`config.mk`:
```
export PLATFORM = sky130hd
export DESIGN_NAME = hub_chg_reporter
export DESIGN_NICKNAME = d
export VERILOG_FILES = /design/src/rtl/hscr_pkg.sv /design/src/rtl/hscr_src_bank.sv /design/src/rtl/hscr_ctrl_status.sv /design/src/rtl/hscr_responder.sv /design/src/rtl/hub_chg_reporter.sv
export SDC_FILE = /design/constraint.sdc
export NUM_CORES = 1
export LEC_CHECK = 0
export CAP_MARGIN = 20
export CELL_PAD_IN_SITES_DETAIL_PLACEMENT = 0
export CELL_PAD_IN_SITES_GLOBAL_PLACEMENT = 1
export CORE_ASPECT_RATIO = 1.2
export CORE_MARGIN = 2
export CORE_UTILIZATION = 41
export DETAILED_ROUTE_END_ITERATION = 7
export DONT_BUFFER_PORTS = 1
export PLACE_DENSITY = 0.77
export SYNTH_ARGS = -nofsm -noshare
export SYNTH_HDL_FRONTEND = slang
export SYNTH_HIERARCHICAL = 1
export SYNTH_SLANG_ARGS = --single-unit
```
`constraint.sdc`:
```
create_clock -name clk -period 1.1 [get_ports clk]
set_clock_uncertainty 0.2 [all_clocks]
set_input_delay 0.22 -clock clk [delete_from_list [all_inputs] [get_ports clk]]
set_output_delay 0.22 -clock clk [all_outputs]
set_load 0.005 [all_outputs]
```
`src/rtl/hscr_pkg.sv`:
```
package hscr_pkg;
  typedef enum logic [1:0] {
    HS_NONE  = 2'd0,
    HS_NAK   = 2'd1,
    HS_DATA  = 2'd2,
    HS_STALL = 2'd3
  } hs_e;

  localparam int STAT_W = 4;
  localparam int ST_CFG = 0;
  localparam int ST_RWU = 1;
  localparam int ST_H0  = 2;
  localparam int ST_H1  = 3;
endpackage

```
`src/rtl/hscr_src_bank.sv`:
```
module hscr_src_bank #(
  parameter int NSRC = 5,
  parameter int SW   = 3
) (
  input  logic            clk,
  input  logic            rst,
  input  logic [NSRC-1:0] evt_i,
  input  logic            clr_hit_i,
  input  logic [SW-1:0]   clr_src_i,
  output logic            any_o
);
  logic [NSRC-1:0] src_q;
  logic [NSRC-1:0] clr_mask;

  for (genvar i = 0; i < NSRC; i++) begin : g_mask
    assign clr_mask[i] = clr_hit_i && (clr_src_i == SW'(i));
  end

  always_ff @(posedge clk) begin
    if (rst) src_q <= '0;
    else     src_q <= (src_q & ~clr_mask) | evt_i;
  end

  assign any_o = |src_q;

  // a raised source is held on the next cycle, even against a clear
  a_r5_evt_held: assert property (@(posedge clk) disable iff (rst)
    (|evt_i) |=> ((($past(evt_i)) & ~src_q) == '0));
  // a source with no clear aimed at it never drops
  a_r5_no_spont_drop: assert property (@(posedge clk) disable iff (rst)
    (!clr_hit_i && any_o) |=> any_o);
endmodule

```
`src/rtl/hscr_ctrl_status.sv`:
```
module hscr_ctrl_status
  import hscr_pkg::*;
(
  input  logic              clk,
  input  logic              rst,
  input  logic              set_cfg_i,
  input  logic              cfg_val_i,
  input  logic              feat_req_i,
  input  logic              feat_set_i,
  input  logic [1:0]        feat_sel_i,
  output logic [STAT_W-1:0] stat_o
);
  logic [STAT_W-1:0] stat_q;

  always_ff @(posedge clk) begin
    if (rst) begin
      stat_q <= '0;
    end else begin
      if (set_cfg_i) stat_q[ST_CFG] <= cfg_val_i;
      if (feat_req_i) begin
        case (feat_sel_i)
          2'd0:    stat_q[ST_RWU] <= feat_set_i;
          2'd1:    stat_q[ST_H0]  <= feat_set_i;
          2'd2:    stat_q[ST_H1]  <= feat_set_i;
          default: ;
        endcase
      end
    end
  end

  assign stat_o = stat_q;

  // set-configuration lands in bit 0 one cycle later
  a_r8_cfg_write: assert property (@(posedge clk) disable iff (rst)
    set_cfg_i |=> (stat_o[ST_CFG] == $past(cfg_val_i)));
  // selector 3 leaves the register untouched
  a_r8_sel3_noop: assert property (@(posedge clk) disable iff (rst)
    (feat_req_i && feat_sel_i == 2'd3 && !set_cfg_i) |=> $stable(stat_o));
endmodule

```
`src/rtl/hscr_responder.sv`:
```
module hscr_responder
  import hscr_pkg::*;
#(
  parameter int NUNIT = 5,
  parameter int MAP_W = 8
) (
  input  logic             clk,
  input  logic             rst,
  input  logic [NUNIT-1:0] live_i,
  input  logic             eof_i,
  input  logic             in_tok_i,
  input  logic             cfg_i,
  input  logic             halt_i,
  output logic [1:0]       hs_o,
  output logic [MAP_W-1:0] data_o
);
  logic [MAP_W-1:0] snap_q;
  hs_e              hs_q;
  logic [MAP_W-1:0] data_q;
  hs_e              hs_d;

  always_ff @(posedge clk) begin
    if (rst)        snap_q <= '0;
    else if (eof_i) snap_q <= MAP_W'(live_i);
  end

  always_comb begin
    if (!in_tok_i)                    hs_d = HS_NONE;
    else if (halt_i)                  hs_d = HS_STALL;
    else if (!cfg_i || snap_q == '0)  hs_d = HS_NAK;
    else                              hs_d = HS_DATA;
  end

  always_ff @(posedge clk) begin
    if (rst) begin
      hs_q   <= HS_NONE;
      data_q <= '0;
    end else begin
      hs_q   <= hs_d;
      data_q <= (hs_d == HS_DATA) ? snap_q : '0;
    end
  end

  assign hs_o   = hs_q;
  assign data_o = data_q;

  // the snapshot moves only on a marker
  a_r1_snap_hold: assert property (@(posedge clk) disable iff (rst)
    !eof_i |=> $stable(snap_q));
  // halt wins over every other answer
  a_r6_stall_first: assert property (@(posedge clk) disable iff (rst)
    (in_tok_i && halt_i) |=> (hs_o == HS_STALL && data_o == '0));
  // unconfigured and not halted answers NAK
  a_r4_unconf_nak: assert property (@(posedge clk) disable iff (rst)
    (in_tok_i && !halt_i && !cfg_i) |=> (hs_o == HS_NAK));
  // idle outside the cycle after a token
  a_r7_idle: assert property (@(posedge clk) disable iff (rst)
    !in_tok_i |=> (hs_o == HS_NONE && data_o == '0));
  // a data answer carries a nonzero byte
  a_r2_data_nonzero: assert property (@(posedge clk) disable iff (rst)
    (hs_o == HS_DATA) |-> (data_o != '0));
  if (MAP_W > NUNIT) begin : g_rsv
    // reserved bits stay zero
    a_r2_reserved_zero: assert property (@(posedge clk) disable iff (rst)
      data_o[MAP_W-1:NUNIT] == '0);
  end
endmodule

```
`src/rtl/hub_chg_reporter.sv`:
```
module hub_chg_reporter
  import hscr_pkg::*;
#(
  parameter int NUM_PORTS = 4,
  parameter int HUB_SRC   = 2,
  parameter int PORT_SRC  = 5,
  localparam int NUNIT    = NUM_PORTS + 1,
  localparam int UNIT_W   = $clog2(NUNIT),
  localparam int MAX_SRC  = (HUB_SRC > PORT_SRC) ? HUB_SRC : PORT_SRC,
  localparam int SRC_W    = (MAX_SRC > 1) ? $clog2(MAX_SRC) : 1,
  localparam int MAP_W    = ((NUNIT + 7) / 8) * 8
) (
  input  logic                          clk,
  input  logic                          rst,
  input  logic [HUB_SRC-1:0]            hub_evt_i,
  input  logic [NUM_PORTS*PORT_SRC-1:0] port_evt_i,
  input  logic                          clr_req_i,
  input  logic [UNIT_W-1:0]             clr_unit_i,
  input  logic [SRC_W-1:0]              clr_src_i,
  input  logic                          eof_mark_i,
  input  logic                          in_tok_i,
  input  logic                          set_cfg_i,
  input  logic                          cfg_val_i,
  input  logic                          feat_req_i,
  input  logic                          feat_set_i,
  input  logic [1:0]                    feat_sel_i,
  output logic [1:0]                    hs_o,
  output logic [MAP_W-1:0]              data_o,
  output logic [STAT_W-1:0]             ctrl_stat_o
);
  logic [NUNIT-1:0] live;

  hscr_src_bank #(.NSRC(HUB_SRC), .SW(SRC_W)) u_hub_bank (
    .clk       (clk),
    .rst       (rst),
    .evt_i     (hub_evt_i),
    .clr_hit_i (clr_req_i && clr_unit_i == '0),
    .clr_src_i (clr_src_i),
    .any_o     (live[0])
  );

  for (genvar p = 1; p <= NUM_PORTS; p++) begin : g_port
    hscr_src_bank #(.NSRC(PORT_SRC), .SW(SRC_W)) u_bank (
      .clk       (clk),
      .rst       (rst),
      .evt_i     (port_evt_i[(p-1)*PORT_SRC +: PORT_SRC]),
      .clr_hit_i (clr_req_i && clr_unit_i == UNIT_W'(p)),
      .clr_src_i (clr_src_i),
      .any_o     (live[p])
    );
  end

  hscr_ctrl_status u_stat (
    .clk        (clk),
    .rst        (rst),
    .set_cfg_i  (set_cfg_i),
    .cfg_val_i  (cfg_val_i),
    .feat_req_i (feat_req_i),
    .feat_set_i (feat_set_i),
    .feat_sel_i (feat_sel_i),
    .stat_o     (ctrl_stat_o)
  );

  hscr_responder #(.NUNIT(NUNIT), .MAP_W(MAP_W)) u_resp (
    .clk      (clk),
    .rst      (rst),
    .live_i   (live),
    .eof_i    (eof_mark_i),
    .in_tok_i (in_tok_i),
    .cfg_i    (ctrl_stat_o[ST_CFG]),
    .halt_i   (ctrl_stat_o[ST_H1]),
    .hs_o     (hs_o),
    .data_o   (data_o)
  );
endmodule

```
**Yosys cells after proc, flatten, opt, wreduce, memory -nomap -nowiden**

Index checks and enable logic that the tools add are counted.

- Flip-flop bits (word level): 38
- Latch bits: 0
- Memory bits (writable): 0
- Bits in read-only memories: 0
- Input port bits: 39
- Output and inout bits: 14
- Logic and storage cells: 84
- Memories kept: 0

- $add $sub $neg: 0
- Multipliers: 0
- Div/mod/pow operators: 0
- Magnitude comparators: 0
- Eq/ne operators: 11
- Shift-type cells: 0
- Multiplexer cells: 3
- Bitwise gates (word level): 16
- Reductions and logical operators: 42

Operator list:

| operator | count |
|---|---|
| $logic_and A1 B1 Y1 | 27 |
| $and A5 B5 Y5 | 4 |
| $not A5 Y5 | 4 |
| $or A5 B5 Y5 | 4 |
| $reduce_or A5 Y1 | 4 |
| $eq A3 B2 Y1 const B | 4 |
| $logic_not A8 Y1 | 1 |
| $eq A3 B1 Y1 const B | 2 |
| $eq A3 B3 Y1 const B | 2 |
| $logic_not A3 Y1 | 2 |
| $mux W2 | 3 |
| $reduce_and A2 Y1 | 3 |
| $eq A2 B2 Y1 const B | 2 |
| $reduce_or A2 Y1 | 2 |
| $and A2 B2 Y2 | 1 |
| $eq A2 B1 Y1 const B | 1 |
| $logic_not A2 Y1 | 1 |
| $not A2 Y2 | 1 |
| $or A2 B2 Y2 | 1 |
| $logic_not A1 Y1 | 1 |
| $logic_or A1 B1 Y1 | 1 |
| $not A1 Y1 | 1 |

**Longest topological paths before layout**

Gate-level depths: netlist (run 1).

- Depth after elaboration: 8
- Depth in mapped cells: 4
- Mapped depth without buffers: 4

**Modules after synthesis**

Netlist (run 1), hierarchy kept.

By module, submodules not included:

| module | instances | cells each | area each (µm²) | seq. area each (µm²) |
|---|---|---|---|---|
| hscr_src_bank at g_port[1].u_bank ... | 4 | 27 | 224.0 | 100.1 |
| hscr_responder | 1 | 41 | 447.9 | 240.2 |
| hscr_ctrl_status | 1 | 16 | 176.4 | 80.1 |
| hscr_src_bank at u_hub_bank | 1 | 10 | 85.1 | 40.0 |
| hub_chg_reporter | 1 | 5 | 63.8 | 0.0 |

**Worst setup path before layout (run 1)**

No wires, ideal clock.

- Kind: in2reg
- Start point: in clr_unit_i[1]
- End point: reg u_hub_bank.src_q[1]
- Setup time: 0.132 ns
- Arrival time: 0.795 ns
- Required time: 0.768 ns
- Slack: -0.027 ns
- Stages on the path: 3
- Path through: nor4b_2 nor3b_1 a311oi_1

- Word-level cells in the longest chain between the ends: 6

RTL lines:

| element | line | source |
|---|---|---|
| from (decl) | hub_chg_reporter.sv:18 | `input logic [UNIT_W-1:0] clr_unit_i,` |
| $logic_not A3 Y1 | hub_chg_reporter.sv:37 | `.clr_hit_i (clr_req_i && clr_unit_i == '0),` |
| $logic_and A1 B1 Y1 | hub_chg_reporter.sv:37 |  |
| $logic_and A1 B1 Y1 | hscr_src_bank.sv:16 | `assign clr_mask[i] = clr_hit_i && (clr_src_i == SW'(i));` |
| $not A2 Y2 | hscr_src_bank.sv:21 | `else src_q <= (src_q & ~clr_mask) \| evt_i;` |
| $and A2 B2 Y2 | hscr_src_bank.sv:21 |  |
| $or A2 B2 Y2 | hscr_src_bank.sv:21 |  |
| to (signal assigned) | hscr_src_bank.sv:21 |  |
| to (decl) | hscr_src_bank.sv:12 | `logic [NSRC-1:0] src_q;` |

Every way passes these cells.
A chain may end at the register's enable or synchronous reset.

**Worst setup path in the final report (run 1)**

- Start point: reg u_stat.stat_q[3], in the netlist u_stat/stat_o[3]
- End point: out ctrl_stat_o[3]

RTL lines:

| element | line | source |
|---|---|---|
| from (decl) | hscr_ctrl_status.sv:13 | `logic [STAT_W-1:0] stat_q;` |
| from (signal, indexed assignment) | hscr_ctrl_status.sv:19 | `if (set_cfg_i) stat_q[ST_CFG] <= cfg_val_i;` |
| from (signal, indexed assignment) | hscr_ctrl_status.sv:22 | `2'd0: stat_q[ST_RWU] <= feat_set_i;` |
| from (signal, indexed assignment) | hscr_ctrl_status.sv:23 | `2'd1: stat_q[ST_H0] <= feat_set_i;` |
| to (decl) | hub_chg_reporter.sv:29 | `output logic [STAT_W-1:0] ctrl_stat_o` |

No word-level cell between the ends.

==> impl_table.tex, run 1 <==
\begin{tabular}{lr}
\hline
Metric & Value \\
\hline
\multicolumn{2}{l}{\textbf{Cells and area}} \\
\quad Commonest cells after routing, fill and taps aside & 30 x nor2\_1, 29 x dfxtp\_1, 21 x inv\_1, 13 x a311oi\_1, 10 x nor2b\_1 \\
\quad Layout cells sized above 1 & 19.4\% \\
\quad Total non-filler cell area in the finished layout & 1990 sq um \\
\quad Most common library cell in the layout ignoring fill and taps & nor2\_1 \\
\quad Final instance count without filler cells & 250 \\
\quad Antenna diode instance count & 0 \\
\quad Util after Layout & 50.8\% \\
\quad Net count of the finished layout & 234 \\
\quad Signed area change from the synthesized netlist to the final layout & 19.0\% \\
\multicolumn{2}{l}{\textbf{Floorplanning}} \\
\quad Top-level port count & 53 \\
\quad Die W & 62.2 um \\
\quad Vertical die dimension & 73.9 um \\
\quad Die Area & 4600 sq um \\
\quad Core ar. & 3910 sq um \\
\quad Initial cell density of the core & 42.7\% \\
\quad Num rows & 25 \\
\multicolumn{2}{l}{\textbf{Setup path}} \\
\quad Required arrival time at the worst endpoint & 0.68 ns \\
\quad Crit path arrival time & 0.75 ns \\
\quad Startpoint type of the worst setup path & register \\
\quad CP max-delay cell & dfxtp\_4 \\
\quad Category of the worst setup path capture point & primary output \\
\quad Largest stage delay on the critical path & 0.36 ns \\
\quad Worst R2R End & u\_resp/data\_o[0] \\
\quad Category of the critical setup timing path & register to primary output \\
\quad Count of cells along the worst register-to-register path & 2 \\
\quad Maximum fanout count along the critical path & 3 \\
\quad Dominant delay contributor by cell family on the critical path & flip-flops \\
\quad Reg2reg start & u\_stat/stat\_o[3] \\
\quad Worst-case register-to-register setup slack & -0.01 ns \\
\quad Worst setup path startpoint & u\_stat/stat\_o[3] \\
\quad Count of buffering cells on the critical path with inverters included & 1 \\
\quad Crit path cell chain & buf\_6 \\
\multicolumn{2}{l}{\textbf{Global route}} \\
\quad Global-route congestion overflow total & 0 \\
\quad Via count of the first global-routing pass & 1,385 \\
\quad Global-route total usage across every layer & 17.2\% \\
\quad Number of antenna violations at the first check in global routing & 0 \\
\quad Wire length of the first global-routing pass & 6.10 mm \\
\quad Maximum number of pins on one net before global-route repair & 36 \\
\multicolumn{2}{l}{\textbf{Worst hold path}} \\
\quad Beginning of the worst hold path & rst \\
\quad Number of stages on the worst hold path & 1 \\
\quad Hold worst-path end & g\_port[3].u\_bank/src\_q[4] \\
\quad HP Class & primary input to register \\
\multicolumn{2}{l}{\textbf{STA}} \\
\quad Final clock period utilization by the worst path & 107\% \\
\quad Fmax & 853 MHz \\
\quad Final min period & 1.17 ns \\
\quad Unrepaired setup endpoints after global routing & yes \\
\quad Number of hold-slack violations in the final timing report & 38 \\
\quad Finish-stage setup viols & 4 \\
\quad Post-route setup slack & -0.0720 ns \\
\quad Final Max Slew Viols & 0 \\
\quad Worst Hold Slack & -0.205 ns \\
\multicolumn{2}{l}{\textbf{Placed design}} \\
\quad Weighted congestion reported at the end of routability-driven placement & 0.737 \\
\quad Placed Cells & 237 \\
\quad Dpl ws & -0.133 ns \\
\quad Detailed placement HPWL & 2.68 mm \\
\quad Area after DPL & 1770 sq um \\
\quad Number of buffers added on ports & 0 \\
\multicolumn{2}{l}{\textbf{Synth}} \\
\quad Average cell area after synthesis & 9.27 sq um \\
\quad Proportion of synthesized chip area in sequential cells & 45.6\% \\
\quad Seq cells post-synth & 38 \\
\quad Synth warnings & 6 \\
\quad Distinct cell type count of the synthesized netlist & 26 \\
\quad Post-Syn Area & 1670 sq um \\
\quad Gate count after technology mapping & 180 \\
\multicolumn{2}{l}{\textbf{Pwr}} \\
\quad Power per standard cell area & 1480 nW/um\^{}2 \\
\quad Overall Power & 2930 uW \\
\quad Largest vdd supply drop & 601 uV \\
\quad Pleak & 0.000858 uW \\
\multicolumn{2}{l}{\textbf{Clocking}} \\
\quad Sink count of the clock tree & 38 \\
\quad Clock transition at the registers of the reported paths & 0.07 ns \\
\quad CTS tree & done \\
\quad TritonCTS Buffers & 5 \\
\quad Root cell of the clock tree & clkbuf\_8 \\
\quad Clk buf depth & 2 \\
\quad H-tree depth & 2 \\
\quad Clock insertion delay at the later pin of the skew report & 0.29 ns \\
\quad Hold-fix buffers, CTS & 4 \\
\multicolumn{2}{l}{\textbf{Route}} \\
\quad Routed length per placed instance & 14.9 um \\
\quad Vias post-DR & 1,336 \\
\quad Remaining number of nets flagged by the antenna check after routing & 0 \\
\quad Total Routed Length & 3.72 mm \\
\quad Number of vias per cell & 5.34 \\
\quad First-iteration detailed-routing DRC count & 47 \\
\quad Number of detailed-route iterations in the first pass & 4 \\
\quad Detailed-route DRC error count & 0 \\
\multicolumn{2}{l}{\textbf{Status}} \\
\quad Result of the run & finished with violations \\
\quad Failing checks & hold timing, setup timing \\
\multicolumn{2}{l}{\textbf{Flow run}} \\
\quad Max Cap Violations & 0 \\
\hline
\end{tabular}
==> where the power goes <==
part | switching [uW] | internal [uW]
Combinational | 103 | 155
Clock | 470 | 678
Sequential | 60.6 | 1470
Total | 634 | 2300
==> synthesized netlist by cell type <==
master | instances | area (sq um)
nor2b_1 | 13 | 81.3
and2_1 | 5 | 31.3
a311oi_1 | 13 | 114
nor4bb_4 | 1 | 25.0
nor4b_1 | 1 | 8.76
o21bai_1 | 8 | 60.1
conb_1 | 1 | 3.75
a211oi_1 | 2 | 15.0
a41oi_1 | 8 | 70.1
o2bb2ai_1 | 1 | 8.76
nor2_1 | 30 | 113
nor4b_2 | 1 | 15.0
dfxtp_1 | 38 | 761
nor3b_1 | 1 | 7.51
and4bb_2 | 3 | 37.5
buf_4 | 3 | 22.5
nor3b_2 | 1 | 12.5
nand2_1 | 4 | 15.0
inv_1 | 21 | 78.8
nand3b_1 | 2 | 15.0
nand2b_1 | 5 | 31.3
and4b_2 | 1 | 11.3
buf_2 | 1 | 5.00
mux2i_1 | 9 | 90.1
nor3_1 | 6 | 30.0
or2_2 | 1 | 6.26
==> final cells by class <==
type	instances	area (sq um)
clock buffers	7	76.3
repair buffers	10	100
inverters	21	78.8
fillers	397	1920
clock inverters	1	30.0
flip-flops and latches	38	774
multi-input cells	119	860
well taps	54	67.6
==> kinds of logic after synthesis <==
logic type	share of synthesized area, %
compound gates	16.0
buf+inv	6.37
flops	45.6
mux	5.40
other cells	0.225
simple gates	26.4
==> timing repair <==
| item | in CTS | in global routing |
|---|---|---|
| setup buffers | 0 | 1 |
| resized for setup | 5 | 17 |
| pin swaps | 1 | 7 |
| setup endpoints to repair | 7 | 16 |
| cloned | 0 | 0 |
| endpoints found under the hold margin | 38 | 38 |
==> state kept, by name, summed over array words and instances (netlist names) <==
| register | flops |
|---|---|
| u_hub_bank/src_q | 2 |
| u_resp/data_o | 5 |
| u_resp/hs_o | 2 |
| g_port.u_bank/src_q | 20 |
| u_resp/snap_q | 5 |
| u_stat/stat_o | 4 |
==> routing by layer <==
layer | wire (um) | vias to the layer above | global-route usage (%)
met4 | 87 | 0 | 8.64
met5 | 0 | - | 0
met1 | 1460 | 628 | 17.2
met3 | 266 | 8 | 7.04
met2 | 1910 | 46 | 31.2
li1 | - | 654 | -
==> stage by stage <==
stage	hold slack, ns	TNS [ns]
after floorplan	0.0921	-0.0265
after global placement	0.0952	-0.599
after detailed placement	0.0985	-1.10
after CTS	-0.216	-0.349
after global routing	-0.224	-0.455
final	-0.205	-0.127
==> worst max-delay path by stage <==
stage | depth (start not counted) | slack (ns) | end
after detailed placement | 3 | -0.13 | g_port[3].u_bank/src_q[1]
after floorplan | 3 | -0.009 | g_port[4].u_bank/src_q[0]
after CTS | 1 | -0.09 | ctrl_stat_o[3]
final | 1 | -0.07 | ctrl_stat_o[3]
after global placement | 3 | -0.05 | g_port[4].u_bank/src_q[0]
after global routing | 1 | -0.10 | ctrl_stat_o[3]
Power figures use the tool's default switching activity.
==> run 2: changes to the inputs <==
CORE_MARGIN = 3   (was 2)
GPL_TIMING_DRIVEN = 0   (was default)
PLACE_DENSITY = 0.79   (was 0.77)
==> run 2 against run 1 <==
The flow still finishes with violations (hold timing, setup timing). Core utilization rose by 0.90 points. Critical endpoint is now u_resp/data_o[3]. Cell area decreased by 1.5%. Power is 8.8% higher. Highest routed layer unchanged. Sequential power is essentially flat. Sequential cell count unchanged. Die area increased by 6.0%. Hold slack got worse by 0.0014 ns.
==> impl_table.tex, run 2 (synthesis gave the netlist of run 1 again) <==
\begin{tabular}{lr}
\hline
Metric & Value \\
\hline
\multicolumn{2}{l}{\textbf{Status}} \\
\quad Result of the run & finished with violations \\
\quad Failing checks & hold timing, setup timing \\
\multicolumn{2}{l}{\textbf{Global route}} \\
\quad Via count of the first global-routing pass & 1,323 \\
\quad Global-route total usage across every layer & 14.8\% \\
\quad Global-route congestion overflow total & 0 \\
\quad Maximum number of pins on one net before global-route repair & 36 \\
\quad Wire length of the first global-routing pass & 5.51 mm \\
\quad Number of antenna violations at the first check in global routing & 0 \\
\multicolumn{2}{l}{\textbf{Setup path}} \\
\quad Category of the critical setup timing path & register to register \\
\quad Count of cells along the worst register-to-register path & 2 \\
\quad Category of the worst setup path capture point & register \\
\quad Maximum fanout count along the critical path & 6 \\
\quad Required arrival time at the worst endpoint & 1.13 ns \\
\quad Crit path arrival time & 1.15 ns \\
\quad Worst R2R End & u\_resp/data\_o[3] \\
\quad Worst-case register-to-register setup slack & -0.02 ns \\
\quad Startpoint type of the worst setup path & register \\
\quad Reg2reg start & u\_stat/stat\_o[3] \\
\multicolumn{2}{l}{\textbf{Cells and area}} \\
\quad Largest register FFs & 20 \\
\quad Layout cells sized above 1 & 18.8\% \\
\quad Register area & 772 sq um \\
\quad Antenna diode instance count & 0 \\
\quad Area of combinational cells with multiple inputs & 851 sq um \\
\quad Net count of the finished layout & 230 \\
\quad Register with the most flip-flops & g\_port.u\_bank/src\_q \\
\quad Final instance count without filler cells & 244 \\
\quad Util after Layout & 51.7\% \\
\quad Number of filler instances in the final layout & 370 \\
\quad Most common library cell in the layout ignoring fill and taps & dfxtp\_1 \\
\quad Commonest cells after routing, fill and taps aside & 31 x dfxtp\_1, 30 x nor2\_1, 21 x inv\_1, 13 x a311oi\_1, 10 x nor2b\_1 \\
\quad Signed area change from the synthesized netlist to the final layout & 17.2\% \\
\multicolumn{2}{l}{\textbf{Clocking}} \\
\quad Root cell of the clock tree & clkbuf\_8 \\
\quad Hold-fix buffers, CTS & 2 \\
\quad Sink count of the clock tree & 38 \\
\quad CTS tree & done \\
\quad Setup bufs post-CTS & 0 \\
\quad TritonCTS Buffers & 5 \\
\quad H-tree depth & 2 \\
\quad Clock insertion delay at the later pin of the skew report & 0.28 ns \\
\quad Clock transition at the registers of the reported paths & 0.07 ns \\
\quad Clk buf depth & 2 \\
\multicolumn{2}{l}{\textbf{STA}} \\
\quad Finish-stage setup viols & 5 \\
\quad Post-route setup slack & -0.0219 ns \\
\quad Final min period & 1.12 ns \\
\quad Final clock period utilization by the worst path & 102\% \\
\quad Number of hold-slack violations in the final timing report & 38 \\
\quad Worst Hold Slack & -0.207 ns \\
\quad Final Max Slew Viols & 0 \\
\quad Fmax & 891 MHz \\
\quad Unrepaired setup endpoints after global routing & yes \\
\multicolumn{2}{l}{\textbf{Route}} \\
\quad Routed length per placed instance & 14.2 um \\
\quad Highest metal used & met4 \\
\quad Detailed route wirelength on metal2 & 1.84 mm \\
\quad Remaining number of nets flagged by the antenna check after routing & 0 \\
\quad Total met3 wirelength after detailed routing & 297 um \\
\quad Number of vias per cell & 5.24 \\
\quad Total Routed Length & 3.47 mm \\
\quad Wl on met1 & 1.32 mm \\
\quad Detailed-route DRC error count & 0 \\
\quad Number of detailed-route iterations in the first pass & 4 \\
\quad First-iteration detailed-routing DRC count & 86 \\
\quad Vias post-DR & 1,279 \\
\multicolumn{2}{l}{\textbf{Worst hold path}} \\
\quad HP Class & primary input to register \\
\quad Beginning of the worst hold path & rst \\
\quad Hold worst-path end & g\_port[4].u\_bank/src\_q[1] \\
\quad Number of stages on the worst hold path & 1 \\
\multicolumn{2}{l}{\textbf{Floorplanning}} \\
\quad Initial cell density of the core & 44.1\% \\
\quad Die W & 64.2 um \\
\quad Top-level port count & 53 \\
\quad Die Area & 4880 sq um \\
\quad Num rows & 24 \\
\quad Core ar. & 3780 sq um \\
\quad Vertical die dimension & 75.9 um \\
\multicolumn{2}{l}{\textbf{Pwr}} \\
\quad Pleak & 0.000823 uW \\
\quad Power per standard cell area & 1630 nW/um\^{}2 \\
\quad Largest vdd supply drop & 788 uV \\
\quad Overall Power & 3190 uW \\
\multicolumn{2}{l}{\textbf{Flow run}} \\
\quad Max Cap Violations & 0 \\
\multicolumn{2}{l}{\textbf{Placed design}} \\
\quad Number of buffers added on ports & 0 \\
\quad Placed Cells & 234 \\
\quad Weighted congestion reported at the end of routability-driven placement & 0.717 \\
\quad Detailed placement HPWL & 2.60 mm \\
\hline
\end{tabular}
run 2: cell types whose count changed in the layout (fill, tap and decap cells not counted), moves of 2 or more:
cell	change
dfxtp_1	+2
dfxtp_2	-2
buf_6	-2
clkbuf_1	-2
dlymetal6s4s_1	-3
run 2: routing by layer:
metal	vias to the layer above	GRT usage [%]
met5	-	0
met4	0	7.04
met3	2	5.90
met2	48	27.9
met1	583	14.1
li1	646	-
run 2: final cells by class:
class | instances | area share (%)
inverters | 21 | 4.03
clock buffers | 6 | 4.22
multi-input cells | 119 | 43.5
clock inverters | 2 | 3.07
repair buffers | 2 | 1.02
flip-flops and latches | 38 | 39.5
well taps | 52 | 3.32
plain buffers | 4 | 1.41
run 2: timing repair:
action	CTS	global route
endpoints found under the hold margin	38	38
endpoints found under the setup margin	8	12
gates resized for setup	3	11
pin swaps	2	5
run 2: how the worst max path moves through the flow:
stage	startpoint	endpoint	slack [ns]
after floorplan	clr_unit_i[0]	g_port[4].u_bank/src_q[0]	-0.009
after global placement	clr_unit_i[2]	g_port[3].u_bank/src_q[1]	-0.08
after detailed placement	clr_unit_i[2]	g_port[3].u_bank/src_q[1]	-0.12
after CTS	u_stat/stat_o[3]	u_resp/data_o[3]	-0.03
after global routing	u_stat/stat_o[3]	u_resp/data_o[1]	-0.08
final	u_stat/stat_o[3]	u_resp/data_o[3]	-0.02
run 2: power breakdown:
| group | switching (uW) | internal [uW] | leakage [uW] |
|---|---|---|---|
| Combinational | 95.2 | 141 | 0.000434 |
| Sequential | 59.9 | 1460 | 0.000318 |
| Clock | 464 | 967 | 0.0000714 |
| Total | 619 | 2570 | 0.000823 |
run 2: worst max-delay path: stages, from the launching register on:
cell and delay [ns]:
dfxtp_4 0.37, nor4bb_4 0.33, and2_1 0.17
run 2: stage by stage:
step	instance area, sq um	setup slack [ns]	TNS (ns)
floorplan	1690	-0.00883	-0.0265
global placement	1750	-0.0783	-0.953
detailed placement	1750	-0.122	-1.33
CTS	1920	-0.0332	-0.150
global route	1960	-0.0776	-0.493
finish	1960	-0.0219	-0.0708
==> run 3: changes to the inputs <==
SLEW_MARGIN = 30   (was default)
==> results of run 3 <==
The final DEF is identical to that of run 2; final timing and power are the same.
